$ cat src/rtl/aes_kg_pkg.sv
package aes_kg_pkg;

    localparam int BYTE_W     = 8;
    localparam int WORD_BYTES = 4;
    localparam int WORD_W     = BYTE_W * WORD_BYTES;
    localparam int NUM_COLS   = 4;
    localparam int KEY_W      = WORD_W * NUM_COLS;
    localparam int LAST_ROUND = 10;
    localparam int RND_W      = $clog2(LAST_ROUND + 1);

    localparam logic [BYTE_W-1:0] RCON_FIRST = 8'h01;
    localparam logic [BYTE_W-1:0] GF_POLY    = 8'h1B;
    localparam logic [BYTE_W-1:0] AFF_CONST  = 8'h63;

    typedef logic [BYTE_W-1:0] byte_t;
    typedef logic [WORD_W-1:0] word_t;
    typedef logic [RND_W-1:0]  rnd_t;

    // Column 0 occupies the most significant word.
    typedef struct packed {
        word_t c0;
        word_t c1;
        word_t c2;
        word_t c3;
    } rkey_t;

    typedef enum logic [1:0] {
        OP_IDLE,
        OP_LOAD,
        OP_STEP,
        OP_HOLD
    } op_e;

    // Multiply by x modulo the field polynomial.
    function automatic byte_t xtime(input byte_t a);
        byte_t r;
        r = {a[BYTE_W-2:0], 1'b0};
        if (a[BYTE_W-1]) r = r ^ GF_POLY;
        return r;
    endfunction

    // General product in GF(2^8).
    function automatic byte_t gf_mul(input byte_t a, input byte_t b);
        byte_t acc;
        byte_t sh;
        acc = '0;
        sh  = a;
        for (int i = 0; i < BYTE_W; i++) begin
            if (b[i]) acc = acc ^ sh;
            sh = xtime(sh);
        end
        return acc;
    endfunction

    // Multiplicative inverse as a^254; zero maps to zero.
    function automatic byte_t gf_inv(input byte_t a);
        byte_t sq;
        byte_t prod;
        sq   = a;
        prod = 8'h01;
        for (int i = 1; i < BYTE_W; i++) begin
            sq   = gf_mul(sq, sq);
            prod = gf_mul(prod, sq);
        end
        return prod;
    endfunction

    function automatic byte_t rotl8(input byte_t a, input int n);
        byte_t r;
        r = a;
        for (int i = 0; i < n; i++) r = {r[BYTE_W-2:0], r[BYTE_W-1]};
        return r;
    endfunction

    // Affine output stage of the substitution.
    function automatic byte_t sbox_affine(input byte_t a);
        return a ^ rotl8(a, 1) ^ rotl8(a, 2) ^ rotl8(a, 3) ^ rotl8(a, 4) ^ AFF_CONST;
    endfunction

    // Rotate a column one byte toward the top row.
    function automatic word_t rot_word(input word_t w);
        return {w[WORD_W-BYTE_W-1:0], w[WORD_W-1 -: BYTE_W]};
    endfunction

endpackage

$ cat src/rtl/aes_kg_sbox.sv
module aes_kg_sbox
    import aes_kg_pkg::*;
(
    input  logic [7:0] in_b,
    output logic [7:0] out_b
);
    byte_t inv_b;

    always_comb begin
        inv_b = gf_inv(in_b);
        out_b = sbox_affine(inv_b);
    end
endmodule

$ cat src/rtl/aes_kg_rcon.sv
module aes_kg_rcon
    import aes_kg_pkg::*;
(
    input  logic       clk,
    input  logic       rst,
    input  logic       restart,
    input  logic       advance,
    output logic [7:0] rcon
);
    byte_t rcon_q;

    always_ff @(posedge clk) begin
        if (rst || restart) rcon_q <= RCON_FIRST;
        else if (advance)   rcon_q <= xtime(rcon_q);
    end

    assign rcon = rcon_q;
endmodule

$ cat src/rtl/aes_kg_expand.sv
module aes_kg_expand
    import aes_kg_pkg::*;
(
    input  logic [127:0] cur_key,
    input  logic [7:0]   rcon,
    output logic [127:0] nxt_key
);
    rkey_t cur;
    rkey_t nxt;
    word_t rot_w;
    word_t sub_w;
    word_t mix_w;

    assign cur   = rkey_t'(cur_key);
    assign rot_w = rot_word(cur.c3);

    genvar g;
    generate
        for (g = 0; g < WORD_BYTES; g++) begin : g_sub
            aes_kg_sbox u_sb (
                .in_b  (rot_w[BYTE_W*g +: BYTE_W]),
                .out_b (sub_w[BYTE_W*g +: BYTE_W])
            );
        end
    endgenerate

    assign mix_w = sub_w ^ {rcon, {(WORD_W-BYTE_W){1'b0}}};

    always_comb begin
        nxt.c0 = cur.c0 ^ mix_w;
        nxt.c1 = cur.c1 ^ nxt.c0;
        nxt.c2 = cur.c2 ^ nxt.c1;
        nxt.c3 = cur.c3 ^ nxt.c2;
    end

    assign nxt_key = nxt;
endmodule

$ cat src/rtl/aes_kg_top.sv
module aes_kg_top
    import aes_kg_pkg::*;
(
    input  logic         clk,
    input  logic         rst,
    input  logic         load_i,
    input  logic [127:0] key_i,
    input  logic         step_i,
    output logic [127:0] rkey_o,
    output logic [3:0]   round_o
);
    op_e   op;
    rkey_t key_q;
    rnd_t  rnd_q;
    byte_t rcon;
    logic [KEY_W-1:0] nxt_key;

    always_comb begin
        if (load_i)                          op = OP_LOAD;
        else if (step_i && rnd_q < LAST_ROUND) op = OP_STEP;
        else if (step_i)                     op = OP_HOLD;
        else                                 op = OP_IDLE;
    end

    aes_kg_rcon u_rcon (
        .clk     (clk),
        .rst     (rst),
        .restart (op == OP_LOAD),
        .advance (op == OP_STEP),
        .rcon    (rcon)
    );

    aes_kg_expand u_exp (
        .cur_key (key_q),
        .rcon    (rcon),
        .nxt_key (nxt_key)
    );

    always_ff @(posedge clk) begin
        if (rst) begin
            key_q <= '0;
            rnd_q <= '0;
        end else begin
            case (op)
                OP_LOAD: begin
                    key_q <= rkey_t'(key_i);
                    rnd_q <= '0;
                end
                OP_STEP: begin
                    key_q <= rkey_t'(nxt_key);
                    rnd_q <= rnd_q + 1'b1;
                end
                default: ;
            endcase
        end
    end

    assign rkey_o  = key_q;
    assign round_o = rnd_q;
endmodule

$ cat config.mk
export PLATFORM = sky130hd
export DESIGN_NAME = aes_kg_top
export DESIGN_NICKNAME = d
export VERILOG_FILES = /design/src/rtl/aes_kg_pkg.sv /design/src/rtl/aes_kg_sbox.sv /design/src/rtl/aes_kg_rcon.sv /design/src/rtl/aes_kg_expand.sv /design/src/rtl/aes_kg_top.sv
export SDC_FILE = /design/constraint.sdc
export NUM_CORES = 2
export LEC_CHECK = 0
export ABC_CLOCK_PERIOD_IN_PS = 16000
export BUFFER_PORTS_ARGS = -buffer_cell sky130_fd_sc_hd__buf_2
export CORE_MARGIN = 2
export CORE_UTILIZATION = 40
export CTS_CLUSTER_SIZE = 8
export DETAILED_ROUTE_END_ITERATION = 6
export GPL_ROUTABILITY_DRIVEN = 0
export GPL_TIMING_DRIVEN = 0
export PLACE_DENSITY = 0.56
export SETUP_SLACK_MARGIN = 0.02
export SYNTH_ARGS = -nofsm -noshare
export SYNTH_HDL_FRONTEND = slang
export SYNTH_SLANG_ARGS = --single-unit
$ cat constraint.sdc
create_clock -name clk -period 16 [get_ports clk]
set_input_delay 0.8 -clock clk [delete_from_list [all_inputs] [get_ports clk]]
set_output_delay 0.8 -clock clk [all_outputs]
set_load 0.01 [all_outputs]
After elaboration in Yosys (flattened, before gate mapping)
Cells that the tools add are included.

word-level totals
  output and inout port bits = 132
  word-level logic and storage cells = 1613
  input port bits = 132
  flip-flop bits (word level) = 140

cells by class
  bitwise operators = 782
  eq/ne operators = 2
  muxes and demuxes = 818
  add/sub/neg operators = 1
  order comparisons = 1
  reduce and logical (&&, ||, !) cells = 3

operator list
  kind                                            number
  two-way mux 8 bit                               420
  bitwise XOR 8 bit                               380
  two-way mux 5 bit                               369
  NOT 4 bit                                       369
  one-hot mux 128 bit (2 select lines)            1
  bitwise XOR 32 bit                              5
  two-way mux 7 bit                               4
  NOT 1 bit (first input constant)                28
  two-way mux 6 bit                               4
  two-way mux 4 bit                               4
  two-way mux 2 bit                               7
  two-way mux 3 bit                               4
  one-hot mux 4 bit (2 select lines)              1
  adder 4 x 1 -> 4 bit (second input constant)    1
  < comparator 4 bit (second input constant)      1
  two-way mux 1 bit                               4
  == test 2 x 1 -> 1 bit (second input constant)  1
  == test 2 bit (second input constant)           1
  nonzero test 2 bit                              1
  logical AND 1 bit                               1
  logical OR 1 bit                                1

Longest topological paths before layout
  depth after elaboration = 138
  depth in mapped cells = 69
  depth with buffers taken out = 57

By module
A second synthesis with hierarchy kept.

unflattened totals
  cells, all modules = 8559
  area, all modules = 69007.4 um^2

by module, submodules not included
  module         cells each  instances  area an instance (um^2)  seq. area each (um^2)
  aes_kg_sbox    1942        4          15220.8                  0.0
  aes_kg_top     585         1          6256.0                   2642.5
  aes_kg_expand  175         1          1550.2                   0.0
  aes_kg_rcon    31          1          317.8                    160.2

Worst setup path before layout
No wires, ideal clock.

  path kind = register to register
  start point = reg key_q (netlist bit rkey_o[0])
  end point = reg key_q (netlist bit rkey_o[14])
  required time = 15868 ps
  arrival = 15174 ps
  setup slack = 694 ps
  buffers on the path = 5
  period minus slack after synthesis = 15306 ps
  cell stages (with the launch flop) = 55
  setup time = 132 ps
  path through = dfxtp_1 > ha_1 > clkbuf_1 > nand2_1 > xnor2_1 > inv_1 > clkbuf_1 > buf_1 > clkbuf_1 > ha_1 > clkbuf_1 > xnor3_1 > xor3_1 > nor2_1 > xnor2_1 > a21oi_1 > o32a_1 > xnor2_1 > [19 not listed] > nor2_1 > xnor3_1 > xnor3_1 > xnor2_1 > xnor3_1 > xor3_1 > nor2_1 > xnor2_1 > xnor2_1 > xnor2_1 > xnor2_1 > xor2_1 > xor2_1 > xnor2_1 > xnor2_1 > mux2_2 > nand2_1 > a21oi_1

between the ends
  word-level cells in the longest chain between the ends = 133
  elaborated cells between the ends (all ways) = 389
  classes of those cells = 201 x mux; 188 x bitwise

RTL lines
  element                                 line                 source
  start: declaration                      aes_kg_top.sv:13     rkey_t key_q;
  start signal: assignment                aes_kg_top.sv:46     key_q <= rkey_t'(key_i);
  start signal: assignment                aes_kg_top.sv:50     key_q <= rkey_t'(nxt_key);
  two-way mux 8 bit                       aes_kg_pkg.sv:49     if (b[i]) acc = acc ^ sh;
  bitwise XOR 8 bit                       aes_kg_pkg.sv:49
  two-way mux 8 bit                       aes_kg_pkg.sv:49
  bitwise XOR 8 bit                       aes_kg_pkg.sv:49
  two-way mux 8 bit                       aes_kg_pkg.sv:49
  bitwise XOR 8 bit                       aes_kg_pkg.sv:49
  two-way mux 8 bit                       aes_kg_pkg.sv:49
  bitwise XOR 8 bit                       aes_kg_pkg.sv:49
  [117 not listed]                        --
  bitwise XOR 8 bit *                     aes_kg_pkg.sv:77     return a ^ rotl8(a, 1) ^ rotl8(a, 2) ^ rotl8(a, 3) ^ rotl8(a, 4) ^ AFF_CONST;
  NOT 4 bit (no line) *                   --
  bitwise XOR 32 bit *                    aes_kg_expand.sv:27  assign mix_w = sub_w ^ {rcon, {(WORD_W-BYTE_W){1'b0}}};
  bitwise XOR 32 bit *                    aes_kg_expand.sv:30  nxt.c0 = cur.c0 ^ mix_w;
  bitwise XOR 32 bit *                    aes_kg_expand.sv:31  nxt.c1 = cur.c1 ^ nxt.c0;
  bitwise XOR 32 bit *                    aes_kg_expand.sv:32  nxt.c2 = cur.c2 ^ nxt.c1;
  bitwise XOR 32 bit *                    aes_kg_expand.sv:33  nxt.c3 = cur.c3 ^ nxt.c2;
  one-hot mux 128 bit (2 select lines) *  aes_kg_top.sv:44     case (op)

Every way passes the cells marked *; elsewhere a longest branch is shown, timed or not.
A chain may end at the register's enable or synchronous reset.

Worst setup path in the final report
Ends and elaborated chain as after synthesis.

==> results.rst <==
.. list-table::
   :header-rows: 1

   * - Metric
     - Value
   * - CP endpoint kind
     - register
   * - Worst hold margin
     - between 0.4 and 0.5 ns
   * - Yosys warnings
     - 0
   * - Top Metal Used
     - met5
   * - Max Clock Skew
     - 0.01791 ns
   * - Clock input transition at the sequential cells of the worst setup and hold paths
     - 0.07 ns
   * - Final nets
     - 8998
   * - Master cell of the clock root buffer
     - sky130_fd_sc_hd__clkbuf_16
   * - Num ports
     - 264
   * - Number of violations reported at the end of detailed-routing iteration 0
     - between 7000 and 8000
   * - Type of origin of the critical path
     - register
   * - Starting utilization of the core area
     - between 40 and 50%
   * - Overall routing resource usage
     - a little under 30%
   * - Top achievable clock speed
     - ~64 MHz
   * - Number of antenna violations at the first check in global routing
     - 29
   * - Top FF cell, synth
     - sky130_fd_sc_hd__dfxtp_1
   * - DRT Pass-1 Iters
     - 7
   * - Count of fill cells added during filler insertion
     - approximately 15000
   * - Total overflow reported by the global router
     - 0
   * - Ratio of final minimum period to clock period
     - a little over nine tenths
   * - Multi-input combinational cell area
     - between 60000 and 70000 um2
   * - Detail-routed via count per cell
     - roughly 6
   * - Clock Sinks
     - 140
   * - Placeable core region
     - 151700 um2
   * - Deepest level of the CTS H-tree
     - 4
   * - Mean area per synthesized cell
     - approximately 7.4 um2
   * - Met2 routed wirelength
     - roughly 110 mm
   * - Detailed-route wire length on metal 1
     - just over 100 mm
   * - Hold Crit Depth
     - 2
   * - Vias in the first global route
     - 59089
   * - Number of nets with antenna violations after detailed routing
     - 0
   * - Number of rows in the core area
     - between 100 and 150
   * - Distinct cells, synth
     - 112
   * - First-pass GRT wire length
     - 365.7 mm
   * - Max Fanout on Critical Path
     - 10
   * - RSZ-0062 raised after global routing
     - yes
   * - Number of synthesized flops with an enable pin
     - 0
   * - CP Class
     - reg2reg
   * - Maximum single-stage delay on the critical path
     - 0.58 ns
   * - Worst-skew pair later-pin latency
     - roughly 0.51 ns
   * - Hold violation total from the final report
     - 0
   * - Post-detailed-routing wire length
     - roughly 240 mm
   * - Synthesis-to-finish area growth
     - 19.53%
   * - WL per Instance
     - between 20 and 25 um
   * - Final setup fails
     - 0
   * - Critical path arrival
     - 15.92 ns
   * - Depth of the worst register-to-register path
     - between 50 and 60
   * - Register Area
     - about 2800 um2
   * - Share of async-settable or async-resettable flops after synthesis
     - 0%
   * - Post-Syn Area
     - 61030 um2
   * - Yosys reg bits
     - 140
   * - Die height
     - around 390 um
   * - Count of hold-fix buffers inserted at cts
     - 0
   * - Share of cells above drive strength 1
     - ~18%
   * - Post-synth net total
     - roughly 8400
   * - Cell occurring most often along the worst timing path
     - sky130_fd_sc_hd__xnor2_1
   * - Worst EP required
     - about 16 ns
   * - CTS tree
     - built
   * - Port bufs
     - around 260
   * - Number of violations of the max-capacitance limit
     - 0
   * - Die Outline Area
     - 155700 um2
   * - Synthesized instance count
     - ~8300
   * - Die boundary width
     - a little under 400 um
   * - Number of buffers on the longest clock path
     - 2
   * - Tightest Pin Transition
     - 1.442 ns
   * - Run status
     - completed
   * - Clock buffers created by TritonCTS
     - 17
   * - Largest net degree at the start of global routing
     - 17
   * - Slew headroom
     - 3.886%
   * - Share of synthesized area occupied by flip-flops and latches
     - 4.592%
   * - HPWL after DPL
     - 187.2 mm
   * - Minimum period implied by the final worst setup slack
     - 15.59 ns
   * - Tightest Hold Check Type
     - reg2reg
   * - Count of unresolved DRC violations after routing
     - 0
   * - DR WL met3
     - ~25 mm
   * - Via count
     - roughly 64000
   * - Slowest library cell on the worst path
     - sky130_fd_sc_hd__xnor3_2
   * - Pins over their slew limit
     - 0
[worst paths after layout]
check             start    endpoint  slack (ns)
min          rkey_o[37]  rkey_o[37]        0.49
max           rkey_o[0]  rkey_o[14]        0.41
min reg2reg  rkey_o[37]  rkey_o[37]        0.49
max reg2reg   rkey_o[0]  rkey_o[14]        0.41
[cells in the mapped netlist (64+ instances only)]
master / instances / area (um2)
sky130_fd_sc_hd__mux2i_1: 204 / 2042
sky130_fd_sc_hd__xnor2_2: 64 / 1041
sky130_fd_sc_hd__clkbuf_1: 407 / 1528
sky130_fd_sc_hd__nor2b_1: 113 / 706.9
sky130_fd_sc_hd__and2_1: 65 / 406.6
sky130_fd_sc_hd__o22ai_1: 124 / 775.7
sky130_fd_sc_hd__o21ai_0: 377 / 1887
sky130_fd_sc_hd__xor2_1: 471 / 4125
sky130_fd_sc_hd__a21oi_1: 502 / 2512
sky130_fd_sc_hd__dfxtp_1: 140 / 2803
sky130_fd_sc_hd__a22oi_1: 82 / 615.6
sky130_fd_sc_hd__a31oi_1: 72 / 450.4
sky130_fd_sc_hd__buf_2: 89 / 445.4
sky130_fd_sc_hd__xnor3_1: 344 / 7747
sky130_fd_sc_hd__xnor2_1: 1643 / 14390
sky130_fd_sc_hd__inv_1: 76 / 285.3
sky130_fd_sc_hd__a211oi_1: 70 / 525.5
sky130_fd_sc_hd__nand2b_1: 70 / 437.9
sky130_fd_sc_hd__nand2_1: 800 / 3003
sky130_fd_sc_hd__nor2_1: 1248 / 4684
sky130_fd_sc_hd__nand3_1: 173 / 865.8
sky130_fd_sc_hd__nor3_1: 210 / 1051
[worst max-delay path, delay by kind of cell (launching register included)]
| kind | cells | cell delay (ns) |
|---|---|---|
| DFF | 1 | 0.41 |
| xor gates and xnor gates | 29 | 8.75 |
| and+or+nand+nor | 11 | 2.16 |
| AOI/OAI and AO/OA | 2 | 0.29 |
| buffers and inverters | 10 | 2.03 |
| adders and majority gates | 2 | 0.83 |
| muxes | 2 | 0.85 |
[cell usage in the layout (no fill, tap or decap), types with 90 or more instances in the layout]
cell	synthesis	final
sky130_fd_sc_hd__xnor2_1	1643	1363
sky130_fd_sc_hd__nor2_1	1248	1241
sky130_fd_sc_hd__nand2_1	800	795
sky130_fd_sc_hd__a21oi_1	502	496
sky130_fd_sc_hd__xor2_1	471	386
sky130_fd_sc_hd__o21ai_0	377	369
sky130_fd_sc_hd__buf_2	89	353
sky130_fd_sc_hd__buf_4	17	310
sky130_fd_sc_hd__clkbuf_1	407	290
sky130_fd_sc_hd__xnor3_1	344	265
sky130_fd_sc_hd__xnor2_2	64	239
sky130_fd_sc_hd__nor3_1	210	207
sky130_fd_sc_hd__mux2i_1	204	195
sky130_fd_sc_hd__nand3_1	173	173
sky130_fd_sc_hd__dfxtp_1	140	134
sky130_fd_sc_hd__o22ai_1	124	123
sky130_fd_sc_hd__xnor2_4	9	114
sky130_fd_sc_hd__nor2b_1	113	113
sky130_fd_sc_hd__clkbuf_2	0	90
[what timing repair did]
item / in CTS / in global routing
setup endpoints to repair: 128 / 128
pin swaps: 73 / 126
buffers inserted: 98 / 199
endpoints found under the hold margin: 0 / 0
resized for setup: 500 / 445
[cell type report]
cell class | count | area share, %
buffer | 568 | 3.593
sequential | 140 | 3.852
inverter | 94 | 0.4974
tap | 2030 | 3.482
clock inverter | 14 | 0.1767
multi-input combinational | 7464 | 82.77
timing repair buffer | 559 | 4.991
clock buffer | 18 | 0.6020
antenna | 10 | 0.03430
[registers in the layout (all words and copies together), names as in the netlist]
name         count
rkey_o         128
round_o          4
u_rcon.rcon      8
[cells by family after synthesis]
group / count (synthesis) / share of synthesized area, %
flip-flops: 140 / 4.592
AND/OR/NAND/NOR: 2872 / 20.42
adder cells (fa/ha/maj): 24 / 0.4838
AO/OA/AOI/OAI: 1708 / 17.66
buffers and inverters: 670 / 4.475
XOR/XNOR: 2609 / 48.03
multiplexers: 251 / 4.342
[stage by stage]
stage | utilization [%] | instance area (um2) | setup slack (ns) | setup TNS, ns | std cells
finish | 48.08 | 72950 | 0.4137 | 0 | 10897
global route | 48.07 | 72940 | -0.1073 | -0.9294 | 10892
CTS | 45.60 | 69190 | 0.02085 | 0 | 10690
detailed placement | 42.76 | 64880 | -3.848 | -374.88 | 10566
global placement | 42.76 | 64880 | -3.852 | -371.94 | 10566
floorplan | - | 61030 | 0.6942 | 0 | 8274
[layer usage]
layer	vias to the layer above	track usage [%]
met1	30876	40.21
met3	470	6.614
li1	29465	-
met5	-	0
met4	28	9.140
met2	3072	46.60
Power is left out: the tool's default activity adds up to more than one toggle a clock period on the data nets, which glitch-free logic cannot reach.
